===== config.mk =====
export PLATFORM = sky130hd
export DESIGN_NAME = tmr_status_top
export DESIGN_NICKNAME = d
export VERILOG_FILES = /design/src/rtl/tmr_pkg.sv /design/src/rtl/tmr_counter.sv /design/src/rtl/tmr_capture.sv /design/src/rtl/tmr_compare.sv /design/src/rtl/tmr_flags.sv /design/src/rtl/tmr_status_top.sv
export SDC_FILE = /design/constraint.sdc
export NUM_CORES = 1
export LEC_CHECK = 0
export ABC_AREA = 1
export ABC_CLOCK_PERIOD_IN_PS = 1900
export BUFFER_PORTS_ARGS = -buffer_cell sky130_fd_sc_hd__buf_2
export CAP_MARGIN = 20
export CORE_UTILIZATION = 32
export CTS_CLUSTER_SIZE = 20
export DETAILED_ROUTE_END_ITERATION = 8
export PLACE_DENSITY = 0.44
export REMOVE_ABC_BUFFERS = 1
export SYNTH_ARGS = -nofsm -noshare
export SYNTH_HDL_FRONTEND = slang
export SYNTH_SLANG_ARGS = --single-unit

===== constraint.sdc =====
create_clock -name clk -period 1.9 [get_ports clk]
set_clock_uncertainty 0.1 [all_clocks]
set_input_delay 0.095 -clock clk [delete_from_list [all_inputs] [get_ports clk]]
set_output_delay 0.095 -clock clk [all_outputs]
set_load 0.005 [all_outputs]

===== src/rtl/tmr_pkg.sv =====
package tmr_pkg;
  localparam int OFF_W = 4;
  // register offsets
  localparam logic [OFF_W-1:0] A_CTRL   = 4'h0;
  localparam logic [OFF_W-1:0] A_STAT   = 4'h1;
  localparam logic [OFF_W-1:0] A_CAP0_H = 4'h2;
  localparam logic [OFF_W-1:0] A_CAP0_L = 4'h3;
  localparam logic [OFF_W-1:0] A_CMP0_H = 4'h4;
  localparam logic [OFF_W-1:0] A_CMP0_L = 4'h5;
  localparam logic [OFF_W-1:0] A_CNT_H  = 4'h6;
  localparam logic [OFF_W-1:0] A_CNT_L  = 4'h7;
  localparam logic [OFF_W-1:0] A_ALT_H  = 4'h8;
  localparam logic [OFF_W-1:0] A_ALT_L  = 4'h9;
  localparam logic [OFF_W-1:0] A_CAP1_H = 4'hA;
  localparam logic [OFF_W-1:0] A_CAP1_L = 4'hB;
  localparam logic [OFF_W-1:0] A_CMP1_H = 4'hC;
  localparam logic [OFF_W-1:0] A_CMP1_L = 4'hD;
  // control bits
  localparam int CTL_RISE0  = 0;
  localparam int CTL_RISE1  = 1;
  localparam int CTL_OVF_IE = 5;
  localparam int CTL_CMP_IE = 6;
  localparam int CTL_CAP_IE = 7;
  // flag vector indices; status byte = {flags, zeros}
  localparam int NFLAG  = 5;
  localparam int F_CAP0 = 4;
  localparam int F_CMP0 = 3;
  localparam int F_OVF  = 2;
  localparam int F_CAP1 = 1;
  localparam int F_CMP1 = 0;
endpackage


===== src/rtl/tmr_counter.sv =====
module tmr_counter #(
  parameter int W = 16
) (
  input  logic         clk,
  input  logic         rst,
  output logic [W-1:0] cnt,
  output logic         wrap
);
  always_ff @(posedge clk) begin
    if (rst) cnt <= '0;
    else     cnt <= cnt + 1'b1;
  end

  assign wrap = &cnt;


  ovf_wrap_chk: assert property (@(posedge clk) disable iff (rst)
    wrap |=> (cnt == '0)) else $error("counter did not wrap to zero");
endmodule


===== src/rtl/tmr_capture.sv =====
module tmr_capture #(
  parameter int W  = 16,
  parameter int CH = 2
) (
  input  logic                 clk,
  input  logic                 rst,
  input  logic [CH-1:0]        pin,
  input  logic [CH-1:0]        rise_sel,
  input  logic [W-1:0]         cnt,
  output logic [CH-1:0][W-1:0] cap_val,
  output logic [CH-1:0]        cap_evt
);
  for (genvar c = 0; c < CH; c++) begin : g_ch
    logic s1, s2, s3;
    always_ff @(posedge clk) begin
      if (rst) begin
        s1 <= 1'b0; s2 <= 1'b0; s3 <= 1'b0;
      end else begin
        s1 <= pin[c]; s2 <= s1; s3 <= s2;
      end
    end
    assign cap_evt[c] = rise_sel[c] ? (s2 & ~s3) : (~s2 & s3);
    always_ff @(posedge clk) begin
      if (rst)             cap_val[c] <= '0;
      else if (cap_evt[c]) cap_val[c] <= cnt;
    end
  end
endmodule


===== src/rtl/tmr_compare.sv =====
module tmr_compare #(
  parameter int W  = 16,
  parameter int CH = 2
) (
  input  logic                 clk,
  input  logic                 rst,
  input  logic [CH-1:0]        wr_hi,
  input  logic [CH-1:0]        wr_lo,
  input  logic [W/2-1:0]       wdata,
  input  logic [W-1:0]         cnt,
  output logic [CH-1:0][W-1:0] cmp_val,
  output logic [CH-1:0]        match_evt
);
  localparam int HW = W / 2;
  for (genvar c = 0; c < CH; c++) begin : g_ch
    always_ff @(posedge clk) begin
      if (rst) cmp_val[c] <= '1;
      else begin
        if (wr_hi[c]) cmp_val[c][W-1:HW] <= wdata;
        if (wr_lo[c]) cmp_val[c][HW-1:0] <= wdata;
      end
    end
    assign match_evt[c] = (cnt == cmp_val[c]);
  end
endmodule


===== src/rtl/tmr_flags.sv =====
module tmr_flags #(
  parameter int N = 5
) (
  input  logic         clk,
  input  logic         rst,
  input  logic [N-1:0] set_evt,
  input  logic [N-1:0] clr_acc,
  input  logic         stat_rd,
  output logic [N-1:0] flag_q
);
  logic [N-1:0] arm_q;

  for (genvar i = 0; i < N; i++) begin : g_f
    always_ff @(posedge clk) begin
      if (rst) begin
        flag_q[i] <= 1'b0;
        arm_q[i]  <= 1'b0;
      end else if (set_evt[i]) begin
        flag_q[i] <= 1'b1;
        arm_q[i]  <= 1'b0;
      end else if (clr_acc[i] && arm_q[i]) begin
        flag_q[i] <= 1'b0;
        arm_q[i]  <= 1'b0;
      end else if (stat_rd && flag_q[i]) begin
        arm_q[i]  <= 1'b1;
      end
    end


    flag_clear_chk: assert property (@(posedge clk) disable iff (rst)
      $fell(flag_q[i]) |-> $past(clr_acc[i] && arm_q[i]))
      else $error("flag cleared without handshake");

    flag_set_chk: assert property (@(posedge clk) disable iff (rst)
      $rose(flag_q[i]) |-> $past(set_evt[i]))
      else $error("flag rose without event");

    event_kept_chk: assert property (@(posedge clk) disable iff (rst)
      set_evt[i] |=> flag_q[i])
      else $error("event lost");
  end
endmodule


===== src/rtl/tmr_status_top.sv =====
module tmr_status_top
  import tmr_pkg::*;
#(
  parameter int DATA_W = 8,
  parameter int ADDR_W = 4
) (
  input  logic              clk,
  input  logic              rst,
  input  logic              sel,
  input  logic              wr,
  input  logic [ADDR_W-1:0] addr,
  input  logic [DATA_W-1:0] wdata,
  output logic [DATA_W-1:0] rdata,
  input  logic [1:0]        cap_pin,
  output logic              irq_cap,
  output logic              irq_cmp,
  output logic              irq_ovf
);
  localparam int CNT_W = 2 * DATA_W;
  localparam int NCH   = 2;

  logic rd, wrs;
  assign rd  = sel & ~wr;
  assign wrs = sel & wr;

  function automatic logic hit(input logic [ADDR_W-1:0] a, input logic [OFF_W-1:0] off);
    return a == ADDR_W'(off);
  endfunction

  logic [DATA_W-1:0]           ctrl_q;
  logic [CNT_W-1:0]            cnt;
  logic                        wrap;
  logic [NCH-1:0][CNT_W-1:0]   cap_val, cmp_val;
  logic [NCH-1:0]              cap_evt, cmp_evt;
  logic [NFLAG-1:0]            flags, set_evt, clr_acc;
  logic [DATA_W-1:0]           status;

  tmr_counter #(.W(CNT_W)) u_cnt (.clk(clk), .rst(rst), .cnt(cnt), .wrap(wrap));

  tmr_capture #(.W(CNT_W), .CH(NCH)) u_cap (
    .clk(clk), .rst(rst), .pin(cap_pin),
    .rise_sel({ctrl_q[CTL_RISE1], ctrl_q[CTL_RISE0]}),
    .cnt(cnt), .cap_val(cap_val), .cap_evt(cap_evt));

  tmr_compare #(.W(CNT_W), .CH(NCH)) u_cmp (
    .clk(clk), .rst(rst),
    .wr_hi({wrs & hit(addr, A_CMP1_H), wrs & hit(addr, A_CMP0_H)}),
    .wr_lo({wrs & hit(addr, A_CMP1_L), wrs & hit(addr, A_CMP0_L)}),
    .wdata(wdata), .cnt(cnt), .cmp_val(cmp_val), .match_evt(cmp_evt));

  always_comb begin
    set_evt         = '0;
    set_evt[F_CAP0] = cap_evt[0];
    set_evt[F_CMP0] = cmp_evt[0];
    set_evt[F_OVF]  = wrap;
    set_evt[F_CAP1] = cap_evt[1];
    set_evt[F_CMP1] = cmp_evt[1];
    clr_acc         = '0;
    clr_acc[F_CAP0] = rd  & hit(addr, A_CAP0_L);
    clr_acc[F_CMP0] = sel & hit(addr, A_CMP0_L);
    clr_acc[F_OVF]  = rd  & hit(addr, A_CNT_L);
    clr_acc[F_CAP1] = rd  & hit(addr, A_CAP1_L);
    clr_acc[F_CMP1] = sel & hit(addr, A_CMP1_L);
  end

  tmr_flags #(.N(NFLAG)) u_flg (
    .clk(clk), .rst(rst), .set_evt(set_evt), .clr_acc(clr_acc),
    .stat_rd(rd & hit(addr, A_STAT)), .flag_q(flags));

  assign status = {flags, {(DATA_W-NFLAG){1'b0}}};

  // byte latches: counter, alternate counter, captures
  logic [DATA_W-1:0] cnt_lat, alt_lat;
  logic              cnt_lv, alt_lv;
  logic [NCH-1:0][DATA_W-1:0] cap_lat;
  logic [NCH-1:0]             cap_lv;

  always_ff @(posedge clk) begin
    if (rst) begin
      cnt_lat <= '0; cnt_lv <= 1'b0;
      alt_lat <= '0; alt_lv <= 1'b0;
    end else begin
      if (rd & hit(addr, A_CNT_H))      begin cnt_lat <= cnt[DATA_W-1:0]; cnt_lv <= 1'b1; end
      else if (rd & hit(addr, A_CNT_L)) cnt_lv <= 1'b0;
      if (rd & hit(addr, A_ALT_H))      begin alt_lat <= cnt[DATA_W-1:0]; alt_lv <= 1'b1; end
      else if (rd & hit(addr, A_ALT_L)) alt_lv <= 1'b0;
    end
  end

  for (genvar c = 0; c < NCH; c++) begin : g_caplat
    localparam logic [OFF_W-1:0] OH = (c == 0) ? A_CAP0_H : A_CAP1_H;
    localparam logic [OFF_W-1:0] OL = (c == 0) ? A_CAP0_L : A_CAP1_L;
    always_ff @(posedge clk) begin
      if (rst) begin
        cap_lat[c] <= '0; cap_lv[c] <= 1'b0;
      end else if (rd & hit(addr, OH)) begin
        cap_lat[c] <= cap_val[c][DATA_W-1:0]; cap_lv[c] <= 1'b1;
      end else if (rd & hit(addr, OL)) begin
        cap_lv[c] <= 1'b0;
      end
    end
  end

  // control register; status is read-only
  always_ff @(posedge clk) begin
    if (rst)                      ctrl_q <= '0;
    else if (wrs & hit(addr, A_CTRL)) ctrl_q <= wdata;
  end

  logic [DATA_W-1:0] rmux;
  always_comb begin
    rmux = '0;
    case (addr)
      ADDR_W'(A_CTRL):   rmux = ctrl_q;
      ADDR_W'(A_STAT):   rmux = status;
      ADDR_W'(A_CAP0_H): rmux = cap_val[0][CNT_W-1:DATA_W];
      ADDR_W'(A_CAP0_L): rmux = cap_lv[0] ? cap_lat[0] : cap_val[0][DATA_W-1:0];
      ADDR_W'(A_CMP0_H): rmux = cmp_val[0][CNT_W-1:DATA_W];
      ADDR_W'(A_CMP0_L): rmux = cmp_val[0][DATA_W-1:0];
      ADDR_W'(A_CNT_H):  rmux = cnt[CNT_W-1:DATA_W];
      ADDR_W'(A_CNT_L):  rmux = cnt_lv ? cnt_lat : cnt[DATA_W-1:0];
      ADDR_W'(A_ALT_H):  rmux = cnt[CNT_W-1:DATA_W];
      ADDR_W'(A_ALT_L):  rmux = alt_lv ? alt_lat : cnt[DATA_W-1:0];
      ADDR_W'(A_CAP1_H): rmux = cap_val[1][CNT_W-1:DATA_W];
      ADDR_W'(A_CAP1_L): rmux = cap_lv[1] ? cap_lat[1] : cap_val[1][DATA_W-1:0];
      ADDR_W'(A_CMP1_H): rmux = cmp_val[1][CNT_W-1:DATA_W];
      ADDR_W'(A_CMP1_L): rmux = cmp_val[1][DATA_W-1:0];
      default:           rmux = '0;
    endcase
  end

  always_ff @(posedge clk) begin
    if (rst) begin
      rdata   <= '0;
      irq_cap <= 1'b0;
      irq_cmp <= 1'b0;
      irq_ovf <= 1'b0;
    end else begin
      if (rd) rdata <= rmux;
      irq_cap <= ctrl_q[CTL_CAP_IE] & (flags[F_CAP0] | flags[F_CAP1]);
      irq_cmp <= ctrl_q[CTL_CMP_IE] & (flags[F_CMP0] | flags[F_CMP1]);
      irq_ovf <= ctrl_q[CTL_OVF_IE] & flags[F_OVF];
    end
  end


  irq_ovf_gate_chk: assert property (@(posedge clk) disable iff (rst)
    irq_ovf |-> $past(ctrl_q[CTL_OVF_IE])) else $error("overflow irq without enable");

  stat_ro_chk: assert property (@(posedge clk) disable iff (rst)
    (wrs & hit(addr, A_STAT)) |=> ($past(set_evt) != '0 || flags == $past(flags)))
    else $error("status write changed flags");
endmodule


==> flow_metrics.py <==
metrics = {
    "clock_tree": {
        "cts_setup_buffers": 0,
        "clock-sinks": 151,
        "htreeDepth": 4,
        "clk_pin_slew_ns": 0.07,
        "cts.path.max_buffers": 2,
        "clockRootBuffer": "clkbuf_16",
        "cts_tree": "built",
        "clk_latency_ns": 0.43,
        "numCtsBuffers": 17,
    },
    "die": {
        "ios": 29,
        "core.rowCount": 54,
        "die_w_microns": 151,
        "die_area_sq_um": 22700,
        "core_sq_um": 21800,
        "start_util_pct": 32.5,
        "dieHeight_microns": 151,
    },
    "power": {
        "power_w": 0.00726,
        "ir_drop_mv": 0.525,
        "p_per_area_nw_per_um2": 868,
        "p_leak_nw": 3.58,
    },
    "synth": {
        "synth_area_sq_um": 7070,
        "synth_compound_area_share_pct": 15.3,
        "synthDominantCellAreaShare_pct": 42.7,
        "seq_area_frac_synth_pct": 42.7,
        "synth_edf_count": 0,
        "synth_common_cells": "nand2_1, dfxtp_1, a21oi_1, nand3_1, o21ai_0",
        "ys_async_sr_fraction_pct": 0,
        "synthCells": 1044,
        "synth_top_family_by_area": "simple AND/OR/NAND/NOR gates",
        "syn_area_per_cell_sq_um": 6.78,
        "synthXorXnorAreaFrac_pct": 3.59,
        "ys.flop_type": "dfxtp_1",
        "yosysMostFrequentCell": "nand2_1",
        "synth_cell_types": 28,
        "synth_top_cell_by_area": "dfxtp_1",
        "ys_warn_count": 0,
        "yosys.area_share.simple_pct": 29.1,
        "synth_fa_ha_area_share_pct": 0.177,
        "synth.mux.area_fraction_pct": 0,
        "ys_ff_latch": 151,
        "synth_area_leaders": "dfxtp_1, nand2_1, a21oi_1, nand3_1, o21ai_0",
    },
    "critical_path": {
        "cp.arrival_ns": 1.89,
        "critPathRequiredTime_ns": 2.10,
        "rr_worst_depth": 10,
        "path_max_fanout": 9,
        "critical_path_class": "register to register",
        "cp-end-kind": "register",
        "start_kind": "register",
    },
    "global_route": {
        "gr-usage-met3_pct": 3.91,
        "grt_use_met1_pct": 32.2,
        "grt_max_degree": 59,
        "grt-ovfl-total": 0,
        "busiest_layer": "met2",
        "grt_antenna_before_repair": 0,
        "first_global_vias": 6241,
        "grt_pass1_wl_mm": 37.4,
        "use_met2_pct": 33.9,
        "grtUsageTotal_pct": 22.5,
    },
    "detailed_routing": {
        "firstDrtPassIters": 7,
        "dr.first_iter.drc_count": 427,
        "drc": 0,
        "ant_nets": 0,
        "post_drt_via_cell_ratio": 4.90,
        "num_vias": 6764,
        "wl_per_cell_microns": 17.4,
        "drt-total-wl_mm": 24.0,
    },
    "finish": {
        "num-nets-final": 1106,
        "drive_above_1_share_pct": 10.8,
        "num_antenna_cells": 0,
        "areaGrowthSynthToFinish_pct": 18.3,
        "postLayoutCoreUtil_pct": 38.5,
    },
    "placement": {
        "numPortBuffers": 28,
        "hpwlAfterDp_mm": 17.5,
        "routabilityCongestion": 0.853,
    },
    "timing": {
        "grt_setup_unrepaired": "no",
        "relSlewSlack_pct": 64.2,
        "fmax_mhz": 591,
        "slew_violations": 0,
        "hold_viol": 0,
        "fin_crit_ns": 1.69,
        "tightest_slew_ns": 0.537,
        "finalSetupTns_ns": 0,
        "fin_crit_sh_pct": 89.0,
        "setup_viol": 0,
    },
    "run": {
        "cap_viol_max_count": 0,
    },
    "run_status": {
        "status": "complete, no violations",
    },
    "hold_path": {
        "hp-class": "input pin to register",
        "min_path_cells": 5,
    },
}
==> area by class of cell <==
class	instances	area [sq um]
clock inverters	15	168
clock buffers	17	425
flip-flops and latches	151	3030
well taps	280	350
fillers	2365	13400
inverters	100	375
multi-input cells	737	3410
repair buffers	80	621
==> cell usage in the layout (no fill, tap or decap), drive strengths merged <==
| cell type | netlist | final |
|---|---|---|
| nand3 | 106 | 106 |
| xnor2 | 16 | 16 |
| xor2 | 13 | 13 |
| clkinv | 2 | 5 |
| dfxtp | 151 | 151 |
| dlygate4sd3 | 0 | 11 |
| o21ai | 105 | 105 |
| buf | 26 | 69 |
| ha | 1 | 1 |
| nand2 | 290 | 290 |
| bufinv | 0 | 2 |
| nor3 | 16 | 16 |
| nor2 | 72 | 72 |
| and3 | 1 | 1 |
| clkinvlp | 0 | 4 |
| a21oi | 105 | 105 |
| o211ai | 3 | 3 |
| nand4 | 8 | 8 |
| a31oi | 1 | 1 |
| inv | 98 | 104 |
| clkbuf | 30 | 17 |
==> state kept, by name (all words and copies together), names as in the netlist, 2 cells and up <==
signal	count
alt_lat	8
cap_lat	16
cap_lv	2
cnt_lat	8
ctrl_q	8
rdata	8
u_cap.cap_val	32
u_cap.g_ch.s1	2
u_cap.g_ch.s2	2
u_cap.g_ch.s3	2
u_cmp.cmp_val	32
u_cnt.cnt	16
u_flg.arm_q	5
u_flg.flag_q	5
==> final timing paths <==
| check | slack [ns] | from | end |
|---|---|---|---|
| worst min-delay path | 0.03 | wr | rdata[6] |
| worst max register to register | 0.21 | cap_lv[0] | rdata[3] |
| worst min register to register | 0.30 | u_cap.g_ch[0].s1 | u_cap.g_ch[0].s2 |
| worst max-delay path | 0.21 | cap_lv[0] | rdata[3] |
==> worst max-delay path: stages (launching register included) <==
cell	delay, ns
dfxtp_1	0.41
inv_1	0.18
nand2_1	0.09
nand2_1	0.06
nand2_1	0.08
buf_4	0.11
nand2_1	0.04
nor2_1	0.21
nand2_1	0.07
o21ai_0	0.15
a21oi_1	0.08
==> power breakdown <==
part	internal [W]	total, W	switching [W]
Clock	0.00197	0.00349	0.00152
Combinational	0.000170	0.000498	0.000328
Sequential	0.00323	0.00328	0.0000484
Total	0.00536	0.00726	0.00190
==> per-layer routing <==
metal  wire (microns)  vias up
met5                0        -
met4              567        0
met3              964       32
met2            10400      131
met1            12000     3138
li1                 -     3463
==> stage by stage <==
step | hold WS (ns) | instance area (sq um) | setup slack, ns | std cells
floorplan | 0.0617 | 6810 | -0.000413 | 988
global placement | 0.192 | 7670 | 0.215 | 1337
detailed placement | 0.202 | 7670 | 0.170 | 1337
CTS | 0.0187 | 8370 | 0.162 | 1380
global route | 0.0365 | 8370 | 0.00269 | 1380
finish | 0.0303 | 8370 | 0.209 | 1380
==> repair_timing <==
action | 4_1_cts | 5_1_grt
endpoints found under the hold margin | 46 | 0
endpoints found under the setup margin | 0 | 2
hold buffers | 11 | 0
gates resized for setup | 0 | 2
==> cell families (layout without fill, tap and decap cells) <==
family | Yosys count | in the layout
AOI/OAI and AO/OA | 214 | 214
xor gates and xnor gates | 29 | 29
DFF | 151 | 151
buffers and inverters | 156 | 212
and+or+nand+nor | 493 | 493
adders and majority gates | 1 | 1
Note: power is estimated with default switching activity, not from simulation.
